[config.mk]
export PLATFORM = sky130hd
export DESIGN_NAME = cmd_ptr_slave
export DESIGN_NICKNAME = d
export VERILOG_FILES = /design/src/rtl/cmd_ptr_slave.sv
export SDC_FILE = /design/constraint.sdc
export NUM_CORES = 1
export LEC_CHECK = 0
export BUFFER_PORTS_ARGS = -buffer_cell sky130_fd_sc_hd__buf_2
export CAP_MARGIN = 20
export CORE_MARGIN = 3
export CORE_UTILIZATION = 63
export DETAILED_ROUTE_END_ITERATION = 8
export GPL_ROUTABILITY_DRIVEN = 1
export PLACE_DENSITY = 0.79
export SLEW_MARGIN = 5
export SYNTH_ARGS = -nofsm -noshare
export SYNTH_HDL_FRONTEND = slang
export SYNTH_SLANG_ARGS = --single-unit
[constraint.sdc]
create_clock -name clk -period 3.7 [get_ports clk]
set_clock_uncertainty 0.1 [all_clocks]
set_input_delay 0 -clock clk [delete_from_list [all_inputs] [get_ports clk]]
set_output_delay 0 -clock clk [all_outputs]
set_load 0.005 [all_outputs]
[src/rtl/cmd_ptr_slave.sv]
module cmd_ptr_slave #(
  parameter logic [6:0] ADDR_LOW   = 7'h29,
  parameter logic [6:0] ADDR_FLOAT = 7'h49,
  parameter logic [6:0] ADDR_HIGH  = 7'h39,
  parameter logic [6:0] ALERT_ADDR = 7'h0C,
  parameter int PTR_W = 4,
  parameter int SYNC  = 2
) (
  input  logic       clk,
  input  logic       rst_n,
  input  logic       scl_i,
  input  logic       sda_i,
  input  logic [1:0] addr_sel,
  output logic       sda_oe
);
  localparam int DEPTH = 1 << PTR_W;

  typedef enum logic [2:0] {IDLE, ADDR, AACK, WR, WACK, RD, MACK} st_t;

  logic [SYNC-1:0] scl_q, sda_q;
  logic scl_p, sda_p;
  wire  scl_s = scl_q[SYNC-1];
  wire  sda_s = sda_q[SYNC-1];

  always_ff @(posedge clk or negedge rst_n)
    if (!rst_n) begin
      scl_q <= '1; sda_q <= '1; scl_p <= 1'b1; sda_p <= 1'b1;
    end else begin
      scl_q <= {scl_q[SYNC-2:0], scl_i};
      sda_q <= {sda_q[SYNC-2:0], sda_i};
      scl_p <= scl_s;
      sda_p <= sda_s;
    end

  wire start_c = scl_s & scl_p & sda_p & ~sda_s;
  wire stop_c  = scl_s & scl_p & ~sda_p & sda_s;
  wire scl_r   = scl_s & ~scl_p;
  wire scl_f   = ~scl_s & scl_p;

  logic [6:0] own_addr;
  always_comb
    case (addr_sel)
      2'b00:   own_addr = ADDR_LOW;
      2'b10:   own_addr = ADDR_HIGH;
      default: own_addr = ADDR_FLOAT;
    endcase

  st_t              state;
  logic [3:0]       bitcnt;
  logic [7:0]       sh;
  logic [PTR_W-1:0] ptr, idx;
  logic             rw, ara, mack;
  logic [7:0]       regs [DEPTH];

  wire [PTR_W-1:0] loc = ptr + idx;
  wire [7:0] tx_byte = ara ? {own_addr, 1'b0} : regs[loc];
  wire addr_hit = (sh[7:1] == own_addr);
  wire ara_hit  = (sh[7:1] == ALERT_ADDR) & sh[0];

  always_ff @(posedge clk or negedge rst_n)
    if (!rst_n) begin
      state <= IDLE; bitcnt <= '0; sh <= '0; ptr <= '0; idx <= '0;
      rw <= 1'b0; ara <= 1'b0; mack <= 1'b0; sda_oe <= 1'b0;
      for (int i = 0; i < DEPTH; i++) regs[i] <= '0;
    end else if (start_c) begin
      state <= ADDR; bitcnt <= '0; idx <= '0; sda_oe <= 1'b0;
    end else if (stop_c) begin
      state <= IDLE; bitcnt <= '0; sda_oe <= 1'b0;
    end else begin
      case (state)
        ADDR, WR: begin
          if (scl_r) begin
            sh     <= {sh[6:0], sda_s};
            bitcnt <= bitcnt + 4'd1;
          end else if (scl_f && bitcnt == 4'd8) begin
            bitcnt <= '0;
            if (state == ADDR) begin
              if (addr_hit || ara_hit) begin
                sda_oe <= 1'b1;
                rw     <= sh[0];
                ara    <= ~addr_hit;
                state  <= AACK;
              end else begin
                state <= IDLE;
              end
            end else begin
              if (sh[7]) begin
                ptr <= sh[PTR_W-1:0];
                idx <= '0;
              end else begin
                regs[loc] <= sh;
                idx       <= idx + 1'b1;
              end
              sda_oe <= 1'b1;
              state  <= WACK;
            end
          end
        end
        AACK: if (scl_f) begin
          if (rw) begin
            sh     <= tx_byte;
            sda_oe <= ~tx_byte[7];
            bitcnt <= '0;
            state  <= RD;
          end else begin
            sda_oe <= 1'b0;
            state  <= WR;
          end
        end
        WACK: if (scl_f) begin
          sda_oe <= 1'b0;
          state  <= WR;
        end
        RD: begin
          if (scl_r) bitcnt <= bitcnt + 4'd1;
          else if (scl_f) begin
            if (bitcnt == 4'd8) begin
              sda_oe <= 1'b0;
              idx    <= idx + 1'b1;
              state  <= MACK;
            end else begin
              sh     <= {sh[6:0], 1'b0};
              sda_oe <= ~sh[6];
            end
          end
        end
        MACK: begin
          if (scl_r) mack <= ~sda_s;
          else if (scl_f) begin
            if (mack) begin
              sh     <= tx_byte;
              sda_oe <= ~tx_byte[7];
              bitcnt <= '0;
              state  <= RD;
            end else begin
              state <= IDLE;
            end
          end
        end
        default: ;
      endcase
    end


  oe_scl_low_chk: assert property (@(posedge clk) disable iff (!rst_n)
    !$stable(sda_oe) |-> !scl_s);


  oe_state_chk: assert property (@(posedge clk) disable iff (!rst_n)
    sda_oe |-> (state inside {AACK, WACK, RD}));


  ptr_src_chk: assert property (@(posedge clk) disable iff (!rst_n)
    !$stable(ptr) |-> ($past(state) == WR && $past(sh[7])));


  aack_match_chk: assert property (@(posedge clk) disable iff (!rst_n)
    (state == AACK) |-> (addr_hit || ara_hit));


  bitcnt_range_chk: assert property (@(posedge clk) disable iff (!rst_n)
    bitcnt <= 4'd8);
endmodule

==> results of run 1 <==
[what timing repair did]
item / 4_1_cts / 5_1_grt
hold endpoints to repair: 94 / 0
hold buffers: 4 / 0
gates resized for setup: 0 / 0
[cells in the mapped netlist (6+ instances only)]
master / count / area share [%]
a21oi_1: 13 / 0.83
and2_1: 12 / 0.96
clkbuf_1: 24 / 1.1
dfrtp_1: 155 / 49
dfstp_2: 6 / 2.0
ha_1: 6 / 0.96
inv_1: 9 / 0.43
mux2_1: 106 / 15
mux2_2: 16 / 2.3
mux2i_1: 6 / 0.77
mux4_2: 30 / 8.6
nand2_1: 45 / 2.2
nand2_2: 6 / 0.48
nand3_1: 6 / 0.38
nor2_1: 16 / 0.77
nor2_4: 9 / 1.3
nor2b_1: 16 / 1.3
nor3_1: 8 / 0.51
o21ai_0: 14 / 0.89
o21ai_1: 7 / 0.45
[logic make-up (layout without fill, tap and decap cells)]
logic type,after synthesis,after routing,share of synthesized area (%)
AOI/OAI and AO/OA,76,76,6.74
xor gates and xnor gates,6,6,0.670
adders and majority gates,7,7,1.21
buffers and inverters,44,60,2.44
DFF,161,161,51.5
muxes,159,159,27.2
and+or+nand+nor,144,144,10.2
[worst max-delay path, cell delays in order (launching register included)]
cell and delay (ps):
dfrtp_1 420, ha_2 800, buf_4 310, mux4_2 510, a2111oi_0 530, a31oi_1 90, a22oi_1 200, o21ai_1 80
[layer usage]
| metal | global-route usage (%) | part of all wire [%] |
|---|---|---|
| met3 | 6.92 | 5.1 |
| met4 | 7.77 | 1.9 |
| met5 | 0 | 0 |
| met1 | 34.3 | 43 |
| met2 | 41.8 | 50 |
[per-stage QoR]
step | utilization, % | total power, W | hold slack [ps]
6_report | 71.7 | 0.00462 | 51.4
5_1_grt | 71.7 | 0.00480 | 92.9
4_1_cts | 71.7 | 0.00462 | 33.2
3_5_place_dp | 66.2 | 0.00278 | 6.52
3_3_place_gp | 66.2 | 0.00275 | 5.01
2_1_floorplan | - | 0.00253 | -396
[state kept, by name (all words and copies together), names as in the netlist]
register,flops
sda_oe,1
bitcnt,4
scl_p,1
ptr,4
scl_q,2
sh,8
mack,1
ara,1
state,3
sda_q,2
sda_p,1
regs,128
rw,1
idx,4
[power breakdown]
group          internal (W)  switching, W  total, W
Clock               0.00114      0.000701   0.00184
Sequential          0.00182      0.000298   0.00212
Combinational      0.000281      0.000382  0.000663
Total               0.00324       0.00138   0.00462
[worst max path at each step]
stage | slack (ps) | cells past startpoint | start | endpoint
CTS | 550 | 7 | idx[0]$_DFFE_PN0P_ | sh[0]$_DFFE_PN0P_
floorplan | 960 | 8 | idx[0]$_DFFE_PN0P_ | sda_oe$_DFFE_PN0P_
detailed placement | 570 | 7 | idx[0]$_DFFE_PN0P_ | sh[0]$_DFFE_PN0P_
global route | 350 | 7 | idx[0]$_DFFE_PN0P_ | sh[0]$_DFFE_PN0P_
global placement | 590 | 7 | idx[0]$_DFFE_PN0P_ | sh[3]$_DFFE_PN0P_
finish | 520 | 7 | idx[0]$_DFFE_PN0P_ | sh[3]$_DFFE_PN0P_
[final cells by class]
class,count,area share (%)
Clock buffer,21,5.53
Clock inverter,11,1.71
Inverter,9,0.389
Multi-Input combinational cell,392,41.7
Sequential cell,161,46.5
Tap cell,168,2.42
Timing Repair Buffer,19,1.80
==> results.cfg, run 1 <==
[critical_path]
crit_path_end_kind = flop
critPathKind = flop to flop
r2r-start = idx[0]$_DFFE_PN0P_
r2r-end = sh[3]$_DFFE_PN0P_
worstSetupStartpointType = flop
required_ps = 3890
crit_fanout = 22
arrival_ps = 3370
worstRegToRegCells = 7
ff2ff_setup_slack_ps = 520

[clock_network]
clk_pin_slew_ps = 60
clock_latency_ps = 430
cts_sinks = 161
htree_levels = 4
cts_root_buf = clkbuf_16
cts_buffer_depth = 2
cts_tree = done
postCtsSetupBuffers = 0
numCtsBuffers = 17

[finish]
multi_input_area_sq_um = 3620
nFillCells = 788
drive_gt1_share_pct = 20.1
area_delta_synth_final_pct = 10.8
fin_area_sq_um = 8690
final_cell_mix = dfrtp_1 (155), mux2_1 (106), nand2_1 (45)
nets = 613
final_common_cell = dfrtp_1
layout.area.seq_sq_um = 4040
insertedDiodeCount = 0
finalNonFillerCells = 781

[floorplanning]
die_width_um = 118
die_area_sq_um = 13800
ios = 7
core_sq_um = 12100
die_h_um = 118
fp-row-count = 40
start_util_pct = 64.7

[synth]
syn_area_per_cell_sq_um = 13.1
synth_area_sq_um = 7840
synth_edf_count = 0
ys_types = 61
syn_nets = 610
synthCells = 597
yosysWarningCount = 0
synth_flop_cell = dfrtp_1
synthArstFlopShare_pct = 100
ys_seq_elements = 161
synth-seq-area-share_pct = 51.5

[global_routing]
grt_max_degree = 97
gr-total-overflow = 0
grt_pass1_wl_um = 27600
antenna_found_initial = 0
grt_pass1_vias = 5186
grt_util_all_layers_pct = 25.7

[sta]
drv_slew = 0
grt_setup_unrepaired = no
period_share_pct = 85.9
maxSlewHeadroom_pct = 40.2
worstMarginPinSlew_ps = 897
final-setup-viol-count = 0
period_needed_ps = 3180
max_freq_ghz = 0.315
hold_viol = 0
setup_ws_ps = 523
tns_ps = 0

[place]
dp_hpwl_um = 10800
portBuffers = 6
place_inst = 745
place_ws_ps = 575
postPlaceCellArea_sq_um = 8020
place_congestion = 0.931

[power_and_ir_drop]
powerDensity_nw_per_um2 = 532
cellLeakagePower_nw = 4.12
ir_drop_mv = 0.371

[route]
vias = 4941
first_pass_iters = 7
drt-total-wl_um = 16800
ant_nets = 0
drt-initial-drc-count = 441
drc = 0
routed_via_density = 6.33
wl_per_cell_um = 21.5

[worst_hold_path]
worstHoldEndpoint = sh[5]$_DFFE_PN0P_
hold_path_class = input pin to flop
hold_depth = 6
min_from = addr_sel[1]

[run]
maxCapViolations = 0

[run_status]
status = finished clean
Note: power is estimated with default switching activity, not from simulation.
==> inputs of run 2 (changes only) <==
Settings changed: CORE_UTILIZATION 63 to 45, PLACE_DENSITY 0.79 to default.
==> run 2 against run 1 <==
  * Flip-flop and latch count did not move
  * Core utilization fell by 20 points
  * Die area increased by 38%
  * Wire length grew 5.0%
  * Critical path depth did not move
  * Via count is 0.59% lower
  * Cell count increased by 6.7%
  * Cell area increased by 0.78%
  * Sequential share of layout area shrank 0.36 points
  * Worst setup slack worse by 48 ps
  * Register-to-register slack worse by 50 ps
  * Combinational power about the same
  * Critical path type unchanged
  * Largest cell class unchanged
==> results.cfg, run 2 (synthesized netlist as in run 1, its figures left out) <==
[floorplanning]
fp-row-count = 47
start_util_pct = 46.6
core_sq_um = 16800
die_area_sq_um = 19000
die_h_um = 138
ios = 7
die_width_um = 138

[sta]
max_freq_ghz = 0.310
period_needed_ps = 3230
setup_ws_ps = 474
final-setup-viol-count = 0
drv_slew = 0
maxSlewHeadroom_pct = 37.9
period_share_pct = 87.2
worstMarginPinSlew_ps = 931
hold_viol = 0
grt_setup_unrepaired = no
tns_ps = 0

[place]
portBuffers = 6
place_ws_ps = 431
dp_hpwl_um = 11400
postPlaceCellArea_sq_um = 8080
place_congestion = 0.832

[critical_path]
ff2ff_setup_slack_ps = 470
required_ps = 3890
worstRegToRegCells = 7
arrival_ps = 3410
critPathKind = flop to flop
r2r-end = sh[2]$_DFFE_PN0P_
r2r-start = idx[0]$_DFFE_PN0P_
worstSetupStartpointType = flop
crit_fanout = 24
crit_path_end_kind = flop

[clock_network]
cts_buffer_depth = 2
postCtsSetupBuffers = 0
cts_root_buf = clkbuf_16
htree_levels = 4
numCtsBuffers = 17
cts_tree = done
clock_latency_ps = 420
cts_resized = 0
cts_sinks = 161
clk_pin_slew_ps = 60
cts_hold_buf = 4

[global_routing]
antenna_found_initial = 0
gr-total-overflow = 0
grt_pass1_vias = 5064
grt_util_all_layers_pct = 20.1
grt_pass1_wl_um = 28400
grt_max_degree = 98

[power_and_ir_drop]
powerDensity_nw_per_um2 = 531
cellLeakagePower_nw = 4.12
ir_drop_mv = 0.468

[route]
drt-total-wl_um = 17600
drc = 0
first_pass_iters = 4
drt-initial-drc-count = 319
wl_per_cell_um = 21.1
routed_via_density = 5.90
ant_nets = 0
vias = 4912

[finish]
nets = 613
largest_register_ffs = 128
regMostFlops = regs
final_cell_mix = dfrtp_1 (155), mux2_1 (106), nand2_1 (45)
fin_area_sq_um = 8750
drive_gt1_share_pct = 19.6
post-route-util_pct = 52.1
final_common_cell = dfrtp_1
nFillCells = 1450
area_delta_synth_final_pct = 11.7
largestRegisters = regs x128, sh x8
insertedDiodeCount = 0

[run]
maxCapViolations = 0

[worst_hold_path]
min_from = addr_sel[1]
worstHoldEndpoint = sh[5]$_DFFE_PN0P_
hold_path_class = input pin to flop
hold_depth = 6

[run_status]
status = finished clean
## run 2: worst max-delay path by stage
stage / startpoint / end / slack, ps / depth (start not counted)
3_5_place_dp: idx[0]$_DFFE_PN0P_ / sh[2]$_DFFE_PN0P_ / 430 / 7
6_report: idx[0]$_DFFE_PN0P_ / sh[2]$_DFFE_PN0P_ / 470 / 7
5_1_grt: idx[0]$_DFFE_PN0P_ / sh[3]$_DFFE_PN0P_ / 160 / 7
2_1_floorplan: idx[0]$_DFFE_PN0P_ / sda_oe$_DFFE_PN0P_ / 960 / 8
4_1_cts: idx[0]$_DFFE_PN0P_ / sh[2]$_DFFE_PN0P_ / 420 / 7
3_3_place_gp: idx[0]$_DFFE_PN0P_ / sh[3]$_DFFE_PN0P_ / 520 / 7
## run 2: final cells by class
type	count	area [sq um]	share of cell area, %
tap	220	275	3.14
clock inverter	9	154	1.76
multi-input combinational	392	3620	41.4
inverter	9	33.8	0.386
sequential	161	4040	46.1
clock buffer	23	478	5.46
timing repair buffer	19	156	1.79
## run 2: metrics by stage
stage / power, W / hold WS, ps / std cells
2_1_floorplan: 0.00253 / -396 / 597
4_1_cts: 0.00469 / 57.6 / 833
5_1_grt: 0.00485 / 95.2 / 833
3_3_place_gp: 0.00279 / 5.19 / 797
6_report: 0.00464 / 79.0 / 833
3_5_place_dp: 0.00281 / 6.13 / 797
## run 2: metal layers
metal | GRT usage (%) | routed length (um) | vias to the layer above
li1 | - | - | 2191
met1 | 27.8 | 7920 | 2580
met2 | 31.2 | 8670 | 121
met3 | 4.54 | 785 | 20
met4 | 7.24 | 243 | 0
met5 | 0 | 0 | -
## run 2: where the power goes
| group | internal, W | switching [W] |
|---|---|---|
| Combinational | 0.000275 | 0.000388 |
| Sequential | 0.00182 | 0.000289 |
| Clock | 0.00118 | 0.000689 |
## run 2: critical path, cell delays in order (launching register included)
cell and delay (ps):
dfrtp_1 420, ha_2 870, buf_4 360, mux4_2 510
a2111oi_0 470, a31oi_1 80, a22oi_1 180, o21ai_1 90
==> inputs of run 3 (changes only) <==
==> constraint.sdc (replaced) <==
create_clock -name clk -period 3.7 [get_ports clk]
set_clock_uncertainty 0.1 [all_clocks]
set_input_delay 0.555 -clock clk [delete_from_list [all_inputs] [get_ports clk]]
set_output_delay 0.555 -clock clk [all_outputs]
set_load 0.005 [all_outputs]
==> run 3 against run 2 <==
  * Fmax up 1.9%
  * Non-clock buffer count down 3
  * Via count is 2.3% lower
  * Worst setup slack better by 59 ps
  * Critical path type unchanged
  * Power fell by 2.1%
==> results.cfg, run 3 (synthesized netlist as in run 1, its figures left out) <==
[global_routing]
grt_util_all_layers_pct = 20.5
grt_pass1_wl_um = 29000
grt_pass1_vias = 5027
gr-total-overflow = 0
antenna_found_initial = 0
grt_max_degree = 91

[clock_network]
cts_sinks = 161
htree_levels = 4
cts_hold_buf = 0
cts_buffer_depth = 2
numCtsBuffers = 17
cts_resized = 0
clock_latency_ps = 430
cts_tree = done
postCtsSetupBuffers = 0
cts_root_buf = clkbuf_16
clk_pin_slew_ps = 70

[floorplanning]
fp-row-count = 47
ios = 7
core_sq_um = 16800
start_util_pct = 46.6
die_width_um = 138
die_h_um = 138
die_area_sq_um = 19000

[critical_path]
cp_num_cells = 7
worstRegToRegCells = 7
r2r-start = idx[0]$_DFFE_PN0P_
ff2ff_setup_slack_ps = 530
crit_fanout = 20
required_ps = 3950
worstPathCellList = ha_2, mux2_2, mux4_2, o211a_2, a2111oi_4, o21ai_2, a211oi_2
startpoint = idx[0]$_DFFE_PN0P_
crit_path_end_kind = flop
path_buf_inv = 0
critPathTopFamily = multiplexers
crit_path_end = sda_oe$_DFFE_PN0P_
critPathKind = flop to flop
r2r-end = sda_oe$_DFFE_PN0P_
arrival_ps = 3420
worstSetupStartpointType = flop
cp_slowest_stage_delay_ps = 800
critPathSlowestCell = ha_2

[power_and_ir_drop]
p_int_w = 0.00312
p_sw_share_pct = 31.4
comb_power_share_pct = 14.3
ir_drop_mv = 0.384
switchingPower_w = 0.00143
cellLeakagePower_nw = 4.09
p_total_w = 0.00455
seq_power_share_pct = 46.4
powerDensity_nw_per_um2 = 524
clkPwrFrac_pct = 39.3

[sta]
tns_ps = 0
period_share_pct = 85.6
grt_setup_unrepaired = no
worstMarginPinSlew_ps = 840
drv_slew = 0
hold_viol = 0
final-setup-viol-count = 0
maxSlewHeadroom_pct = 44.0
max_freq_ghz = 0.316
period_needed_ps = 3170

[finish]
area_delta_synth_final_pct = 10.8
largest_register_ffs = 128
regMostFlops = regs
final_common_cell = dfrtp_1
drive_gt1_share_pct = 20.2
final_cell_mix = dfrtp_1 (155), mux2_1 (106), nand2_1 (45)
largestRegisters = regs x128, sh x8
nFillCells = 1464
post-route-util_pct = 51.6
insertedDiodeCount = 0
nets = 610

[route]
drt-total-wl_um = 17500
routed_via_density = 5.78
drc = 0
ant_nets = 0
drt-initial-drc-count = 337
wl_per_cell_um = 21.1
vias = 4799
first_pass_iters = 5

[run]
maxCapViolations = 0

[worst_hold_path]
hold_path_class = input pin to async pin

[place]
portBuffers = 6
dp_hpwl_um = 11700
place_congestion = 0.854

[run_status]
status = finished clean
-- run 3: cell count changes in the layout (fill, tap and decap cells not counted), sizes merged --
cell,previous run,this run
buf,15,16
bufinv,4,2
clkbuf,23,19
clkinvlp,2,3
dlygate4sd3,4,0
inv,9,14
-- run 3: metal layers --
layer  GRT usage (%)  vias to the layer above  routed length [um]
met2            31.5                       83                8310
met1            28.9                     2507                8350
li1                -                     2183                   -
met4            6.97                        0                 327
met5               0                        -                   0
met3            4.72                       26                 565
-- run 3: worst min path at each step --
stage                                   from                   end  slack, ps  cells past startpoint
final                                  rst_n  regs[52]$_DFFE_PN0P_        100                      1
after floorplan                        rst_n       ara$_DFFE_PN0P_        160                      0
after detailed placement  sda_q[0]$_DFF_PN1_    sda_q[1]$_DFF_PN1_        250                      0
after global routing                   sda_i    sda_q[0]$_DFF_PN1_        100                      1
after CTS                              sda_i    sda_q[0]$_DFF_PN1_        100                      1
after global placement    scl_q[0]$_DFF_PN1_    scl_q[1]$_DFF_PN1_        250                      0
-- run 3: through the flow --
stage | hold WS (ps) | cells | cell area, sq um | worst slack [ps]
3_3_place_gp | 247 | 798 | 8090 | 505
2_1_floorplan | 159 | 597 | 7840 | 956
5_1_grt | 96.8 | 830 | 8680 | 368
6_report | 95.9 | 830 | 8680 | 533
4_1_cts | 102 | 830 | 8680 | 486
3_5_place_dp | 247 | 798 | 8090 | 510
-- run 3: final cells by class --
type | instances | area, sq um | share of cell area [%]
well taps | 220 | 275 | 3.17
clock buffers | 19 | 443 | 5.10
clock inverters | 13 | 151 | 1.74
flip-flops and latches | 161 | 4040 | 46.5
inverters | 9 | 33.8 | 0.389
multi-input cells | 392 | 3620 | 41.7
repair buffers | 16 | 124 | 1.43
-- run 3: worst register-to-register path, stage by stage (launching register included) --
cell	delay, ps
dfrtp_1	420
ha_2	800
mux2_2	440
mux4_2	480
o211a_2	170
a2111oi_4	340
o21ai_2	110
a211oi_2	220
-- run 3: power by group through the flow --
stage	Combinational (W)	Clock, W	Sequential, W
floorplan	0.000631	0	0.00190
global placement	0.000643	0	0.00213
detailed placement	0.000658	0	0.00214
CTS	0.000659	0.00182	0.00211
global route	0.000724	0.00191	0.00213
finish	0.000652	0.00179	0.00211
